### src/rtl/bbm_pkg.sv
package bbm_pkg;

    typedef enum logic [1:0] {
        ST_OPEN  = 2'd0,
        ST_ARM   = 2'd1,
        ST_DRIVE = 2'd2,
        ST_DRAIN = 2'd3
    } seq_state_t;

endpackage

### src/rtl/bbm_req_sync.sv
module bbm_req_sync #(
    parameter int STAGES = 2
) (
    input  logic clk,
    input  logic rst,
    input  logic req_async,
    output logic req_sync
);

    logic [STAGES-1:0] chain_q;

    generate
        if (STAGES < 2) begin : g_bad_stages
            $error("bbm_req_sync needs at least two stages");
        end
    endgenerate

    always_ff @(posedge clk) begin
        if (rst) begin
            chain_q <= '0;
        end else begin
            chain_q <= {chain_q[STAGES-2:0], req_async};
        end
    end

    assign req_sync = chain_q[STAGES-1];

endmodule

### src/rtl/bbm_seq_fsm.sv
module bbm_seq_fsm
    import bbm_pkg::*;
#(
    parameter int SETTLE_CYC = 4
) (
    input  logic clk,
    input  logic rst,
    input  logic req_s,
    output logic latch_en,
    output logic oe_n
);

    localparam int CNT_W = (SETTLE_CYC < 2) ? 1 : $clog2(SETTLE_CYC);
    localparam logic [CNT_W-1:0] LAST = CNT_W'(SETTLE_CYC - 1);

    generate
        if (SETTLE_CYC < 1) begin : g_bad_settle
            $error("SETTLE_CYC must be at least 1");
        end
    endgenerate

    seq_state_t       state_q, state_d;
    logic [CNT_W-1:0] cnt_q, cnt_d;

    // next-state and counter logic
    always_comb begin
        state_d = state_q;
        cnt_d   = cnt_q;
        unique case (state_q)
            ST_OPEN: begin
                if (req_s) begin            // T_CLOSE
                    state_d = ST_ARM;
                    cnt_d   = '0;
                end
            end
            ST_ARM: begin
                if (!req_s) begin           // T_ABORT, wins over expiry
                    state_d = ST_DRAIN;
                    cnt_d   = '0;
                end else if (cnt_q == LAST) begin   // T_ENABLE
                    state_d = ST_DRIVE;
                    cnt_d   = '0;
                end else begin
                    cnt_d = cnt_q + 1'b1;
                end
            end
            ST_DRIVE: begin
                if (!req_s) begin           // T_RELEASE
                    state_d = ST_DRAIN;
                    cnt_d   = '0;
                end
            end
            ST_DRAIN: begin
                if (req_s) begin            // T_REARM, wins over expiry
                    state_d = ST_ARM;
                    cnt_d   = '0;
                end else if (cnt_q == LAST) begin   // T_REOPEN
                    state_d = ST_OPEN;
                    cnt_d   = '0;
                end else begin
                    cnt_d = cnt_q + 1'b1;
                end
            end
            default: begin
                state_d = ST_OPEN;
                cnt_d   = '0;
            end
        endcase
    end

    // state register
    always_ff @(posedge clk) begin
        if (rst) begin
            state_q <= ST_OPEN;
            cnt_q   <= '0;
        end else begin
            state_q <= state_d;
            cnt_q   <= cnt_d;
        end
    end

    // output decode
    always_comb begin
        latch_en = 1'b0;
        oe_n     = 1'b1;
        unique case (state_q)
            ST_OPEN:  begin latch_en = 1'b1; oe_n = 1'b1; end
            ST_ARM:   begin latch_en = 1'b0; oe_n = 1'b1; end
            ST_DRIVE: begin latch_en = 1'b0; oe_n = 1'b0; end
            ST_DRAIN: begin latch_en = 1'b0; oe_n = 1'b1; end
            default:  begin latch_en = 1'b1; oe_n = 1'b1; end
        endcase
    end

    // never enabled while transparent
    a_r3_no_overlap: assert property (@(posedge clk) disable iff (rst)
        !(latch_en && !oe_n));

    // outputs switch on only after the latch had already closed
    a_r4_enable_late: assert property (@(posedge clk) disable iff (rst)
        $fell(oe_n) |-> $past(!latch_en));

    // latch reopens only after outputs were already off
    a_r5_reopen_late: assert property (@(posedge clk) disable iff (rst)
        $rose(latch_en) |-> $past(oe_n));

    // the two controls never move on the same edge
    a_r9_single_change: assert property (@(posedge clk) disable iff (rst)
        $stable(latch_en) || $stable(oe_n));

    // a drop during turn-on keeps the outputs off
    a_r7_abort_off: assert property (@(posedge clk) disable iff (rst)
        (state_q == ST_ARM && !req_s) |=> oe_n);

    // a return during turn-off keeps the latch closed
    a_r8_rearm_closed: assert property (@(posedge clk) disable iff (rst)
        (state_q == ST_DRAIN && req_s) |=> (!latch_en && oe_n));

    // the settle count stays in range
    a_r4_cnt_range: assert property (@(posedge clk) disable iff (rst)
        cnt_q <= LAST);

endmodule

### src/rtl/bbm_latch_stage.sv
module bbm_latch_stage #(
    parameter int DATA_W = 8
) (
    input  logic              clk,
    input  logic              rst,
    input  logic              latch_en,
    input  logic              oe_n,
    input  logic [DATA_W-1:0] din,
    output logic [DATA_W-1:0] bus_q,
    output logic              bus_drv
);

    logic [DATA_W-1:0] hold_q;

    // transparent while latch_en is high: follow input each clock
    always_ff @(posedge clk) begin
        if (rst) begin
            hold_q <= '0;
        end else if (latch_en) begin
            hold_q <= din;
        end
    end

    assign bus_drv = !oe_n;
    assign bus_q   = bus_drv ? hold_q : '0;

    // frozen word does not move while the latch stays closed
    a_r6_hold_stable: assert property (@(posedge clk) disable iff (rst)
        (!latch_en && $past(!latch_en)) |-> $stable(hold_q));

    // the stage is never driving with the latch open
    a_r3_stage_safe: assert property (@(posedge clk) disable iff (rst)
        bus_drv |-> !latch_en);

endmodule

### src/rtl/bbm_latch_seq.sv
module bbm_latch_seq #(
    parameter int DATA_W      = 8,
    parameter int SETTLE_CYC  = 4,
    parameter int SYNC_STAGES = 2
) (
    input  logic              clk,
    input  logic              rst,
    input  logic              req_in,
    input  logic [DATA_W-1:0] din,
    output logic              latch_en,
    output logic              oe_n,
    output logic [DATA_W-1:0] bus_q,
    output logic              bus_drv
);

    logic req_s;

    bbm_req_sync #(
        .STAGES(SYNC_STAGES)
    ) u_sync (
        .clk       (clk),
        .rst       (rst),
        .req_async (req_in),
        .req_sync  (req_s)
    );

    bbm_seq_fsm #(
        .SETTLE_CYC(SETTLE_CYC)
    ) u_fsm (
        .clk      (clk),
        .rst      (rst),
        .req_s    (req_s),
        .latch_en (latch_en),
        .oe_n     (oe_n)
    );

    bbm_latch_stage #(
        .DATA_W(DATA_W)
    ) u_stage (
        .clk      (clk),
        .rst      (rst),
        .latch_en (latch_en),
        .oe_n     (oe_n),
        .din      (din),
        .bus_q    (bus_q),
        .bus_drv  (bus_drv)
    );

    // reset leaves the latch transparent and outputs off
    a_r1_reset_idle: assert property (@(posedge clk)
        $past(rst) |-> (latch_en && oe_n && !bus_drv));

endmodule

### config.mk
export PLATFORM = sky130hd
export DESIGN_NAME = bbm_latch_seq
export DESIGN_NICKNAME = d
export VERILOG_FILES = /design/src/rtl/bbm_pkg.sv /design/src/rtl/bbm_req_sync.sv /design/src/rtl/bbm_seq_fsm.sv /design/src/rtl/bbm_latch_stage.sv /design/src/rtl/bbm_latch_seq.sv
export SDC_FILE = /design/constraint.sdc
export NUM_CORES = 1
export LEC_CHECK = 0
export ABC_AREA = 1
export BUFFER_PORTS_ARGS = -buffer_cell sky130_fd_sc_hd__buf_4
export CAP_MARGIN = 20
export CORE_MARGIN = 2
export CORE_UTILIZATION = 40
export DETAILED_ROUTE_END_ITERATION = 6
export GPL_ROUTABILITY_DRIVEN = 0
export PLACE_DENSITY = 0.66
export SETUP_SLACK_MARGIN = 0.2
export SLEW_MARGIN = 20
export SYNTH_ARGS = -nofsm -noshare
export SYNTH_HDL_FRONTEND = slang
export SYNTH_SLANG_ARGS = --single-unit
### constraint.sdc
create_clock -name clk -period 1.9 [get_ports clk]
set_input_delay 0 -clock clk [delete_from_list [all_inputs] [get_ports clk]]
set_output_delay 0 -clock clk [all_outputs]
set_load 0.02 [all_outputs]
# [Yosys cells after proc, flatten, opt, wreduce, memory -nomap -nowiden]
# Index checks and enable logic that the tools add are counted.
[classes] n_reduce_logical=6 n_div=0 bitwise=0 add_sub_neg=1 eq_ne=8 n_shift=0 order_cmp=0 n_mul=0 mux=16
[ops] op="$mux W2" n=11
[ops] op="$pmux W2 S4" n=2
[ops] op="$mux W8" n=1
[ops] op="$eq A2 B2 Y1 const B" n=3
[ops] op="$ne A3 B2 Y1 const B" n=2
[ops] op="$reduce_or A3 Y1" n=2
[ops] op="$ne A2 B2 Y1 const B" n=2
[ops] op="$pmux W1 S2" n=2
[ops] op="$reduce_and A4 Y1" n=1
[ops] op="$add A2 B1 Y2 const B" n=1
[ops] op="$eq A2 B1 Y1 const B" n=1
[ops] op="$logic_not A2 Y1" n=1
[ops] op="$reduce_and A2 Y1" n=1
[ops] op="$logic_not A1 Y1" n=1
[word_totals] latchBits=0 ram_bits=0 output_inout_bits=11 mem_bits_ro=0 mem_count=0 in_bits=11 reg_bits=14

# [Depth between registers and ports, before layout]
[logic_depth] ltp_word=4 depth_mapped=9

# [By module]
# A second synthesis with hierarchy kept.
[hier_totals] cells_unflattened=123 hier_area_um2=832.0
[by_module_without_submodules] mod="bbm_latch_stage" cells_per_inst=69 seq_area_each_um2=160.2 area_each_um2=445.4 n_inst=1
[by_module_without_submodules] mod="bbm_seq_fsm" cells_per_inst=48 seq_area_each_um2=80.1 area_each_um2=331.6 n_inst=1
[by_module_without_submodules] mod="bbm_req_sync" cells_per_inst=6 seq_area_each_um2=40.0 area_each_um2=55.1 n_inst=1

# [Least setup slack after synthesis]
# Ideal clock, no wire load.
[synth_timing] kind="reg2reg" start="register u_fsm.state_q[0]" end="register u_fsm.state_q[0]" arrival_ns=1.385 setup_slack_ns=0.400 required_time_ns=1.785 synth_period_minus_slack_ns=1.500 stages_incl_launch_ff=10 cell_sequence="dfxtp_1 -> inv_1 -> ha_1 -> buf_6 -> inv_2 -> nand2_1 -> o21ai_2 -> nand3_1 -> nand2_1 -> nor2_1"
[synth_between] elab_chain_len=3 word_cells_on_any_way=10 cone_classes="eq/ne: 7; mux: 1; reduce/logical: 2"
[synth_rtl] item="start: declaration" line_no="bbm_seq_fsm.sv:22" text="seq_state_t state_q, state_d;"
[synth_rtl] item="start signal: assignment" line_no="bbm_seq_fsm.sv:77" text="state_q <= state_d;"
[synth_rtl] item="$eq A2 B1 Y1, or another cell as far along" line_no="bbm_seq_fsm.sv:29" text="unique case (state_q)"
[synth_rtl] item="$ne A3 B2 Y1 (no line) or $ne A2 B2 Y1 (tied branches)"
[synth_rtl] item="$reduce_and A4 Y1 (no line)"
# Several ways; a longest one is shown, not always the timed one.
# A chain may end at the register's enable or synchronous reset.

# [Final worst setup path]
# Same ends and word-level chain as after synthesis.

==> impl_metrics.json <==
{
  "grt_use_met2": 0.2611,
  "grt_pass1_wl_mm": 2.332,
  "r2r_start": "u_fsm.state_q[0]",
  "core.rowCount": 15,
  "dp.final_hpwl_mm": 1.018,
  "syn_nets": 121,
  "path_clk_slew_ns": 0.08,
  "num_io_pins": 22,
  "via_per_inst": 4.205,
  "yosysWarnings": 0,
  "chipWidth_um": 46.60,
  "maxCapViolations": 0,
  "drive_above_1_share": 0.2132,
  "diodes": 0,
  "postPlaceCellArea_um2": 893.4,
  "coreArea_um2": 1708,
  "period_share": 0.7634,
  "ir_drop_v": 0.0006437,
  "cts_setup_buffers": 0,
  "cp.required_ns": 2.07,
  "final_cell_mix": "23 x nor2_1, 21 x buf_4, 20 x inv_1",
  "wl_per_cell_um": 8.671,
  "start_util": 0.4249,
  "final_cell_area_um2": 1030,
  "wl_mm": 1.396,
  "cts_resized": 0,
  "endpoint_kind": "register",
  "cts_buffers": 3,
  "htreeDepth": 1,
  "final_hold_viol_count": 0,
  "rsz0062_at_grt": "false",
  "synth-seq-cells": 14,
  "worstSetupStartpoint": "u_fsm.state_q[0]",
  "grt_max_degree": 13,
  "pre_cts_slack_ns": 0.4533,
  "dr.pass1.iters": 4,
  "maxSlewHeadroom": 0.7519,
  "busiest_layer": "met2",
  "grt_overflow_total": 0,
  "area_delta_synth_final_pct": 41.90,
  "dp.cells": 147,
  "critPathKind": "register to register",
  "ant_nets": 0,
  "drt_iter0_markers": 5,
  "power_leakage_nw": 0.5555,
  "fin_setup_tns_ns": 0,
  "min_from": "u_sync.chain_q[0]",
  "max_freq_mhz": 689.4,
  "ys_seq_area_frac": 0.3862,
  "power_density_nw_per_um2": 1183,
  "fin_cells": 161,
  "final.setup.worst_slack_ns": 0.4495,
  "final.min_clock_period_ns": 1.450,
  "drc": 0,
  "io_buffers": 21,
  "grt_pass1_vias": 560,
  "worstMarginPinSlew_ns": 0.3721,
  "cts_sinks": 14,
  "root_buffer": "clkbuf_4",
  "fillers": 164,
  "hold_ws_ns": 0.4150,
  "cts_buffer_depth": 2,
  "routed-via-count": 677,
  "die_h_um": 46.60,
  "track_usage": 0.1542,
  "clock_latency_ns": 0.27,
  "synth_area_per_cell_um2": 6.978,
  "path_max_fanout": 11,
  "slew_violations": 0,
  "grtUsageMet3": 0.03529,
  "cp-start-kind": "register",
  "setup-violations-final": 0,
  "cp.arrival_ns": 1.62,
  "layout_commonest_cell": "nor2_1",
  "antenna_found_initial": 0,
  "fin_skew_ns": 0.003796,
  "syn_inst": 104,
  "cts_tree": "done",
  "synth.distinct_cells": 17,
  "hp-class": "register to register",
  "status": "complete, no violations",
  "layout.nets": 154,
  "syn_area_um2": 725.7,
  "dieArea_um2": 2171,
  "met1_usage": 0.1833
}
[through the flow]
| step | util | power, mW |
|---|---|---|
| 2_1_floorplan | - | 0.8619 |
| 3_3_place_gp | 0.5231 | 1.005 |
| 3_5_place_dp | 0.5231 | 1.012 |
| 4_1_cts | 0.6029 | 1.239 |
| 5_1_grt | 0.6029 | 1.334 |
| 6_report | 0.6029 | 1.218 |
[registers in the layout (all words and copies together) (netlist names)]
name            count
u_stage.hold_q      8
u_fsm.cnt_q         2
u_fsm.state_q       2
u_sync.chain_q      2
[repair_timing]
action,CTS,global route
hold endpoints to repair,10,0
hold buffers,10,0
endpoints found under the setup margin,0,0
[worst paths after layout]
| kind | to | cells past startpoint | slack [ns] |
|---|---|---|---|
| hold / removal | u_sync.chain_q[1] | 2 | 0.42 |
| hold reg to reg | u_sync.chain_q[1] | 2 | 0.42 |
| setup / recovery | u_fsm.state_q[0] | 8 | 0.45 |
| setup reg to reg | u_fsm.state_q[0] | 8 | 0.45 |
[per-layer routing]
metal	vias up	wire length (µm)	part of all wire
met4	0	10	0.0072
met5	-	0	0
met1	282	652	0.47
li1	377	-	-
met3	2	85	0.061
met2	16	647	0.46
[cells by family after synthesis]
kind of cell / count (synthesis) / share of synthesized area
simple gates: 45 / 0.2603
buf+inv: 24 / 0.1379
compound gates: 15 / 0.1121
flops: 14 / 0.3862
fa+ha+maj: 6 / 0.1034
[where the power goes]
group | leakage (nW) | switching, mW | total [mW] | internal [mW]
clock network | 0.0210 | 0.0893 | 0.206 | 0.116
registers | 0.116 | 0.0523 | 0.437 | 0.384
logic | 0.418 | 0.345 | 0.575 | 0.230
total | 0.555 | 0.487 | 1.22 | 0.731
[Yosys cell counts, drive strengths merged]
master,instances,area share
o211ai,1,0.010
nand2,18,0.097
nor2,23,0.12
inv,21,0.11
clkbuf,1,0.0069
o21ai,10,0.074
buf,2,0.022
a21oi,4,0.028
ha,6,0.10
nand3,4,0.045
dfxtp,14,0.39
[final cells by class]
type,count,area [µm²],area share
sequential,14,280.3,0.2722
clock buffer,4,36.28,0.03524
inverter,21,78.83,0.07655
timing repair buffer,31,257.7,0.2503
multi-input combinational,66,345.3,0.3354
tap,25,31.28,0.03038
[critical path: stages (launching register included)]
cell and delay (ns):
dfxtp_1 0.38, inv_1 0.09, ha_1 0.33, inv_2 0.09, nand2_1 0.07, o21ai_2 0.15
nand3_1 0.12, nand2_1 0.07, nor2_1 0.04
No activity file was read; power rests on OpenSTA's default activity.
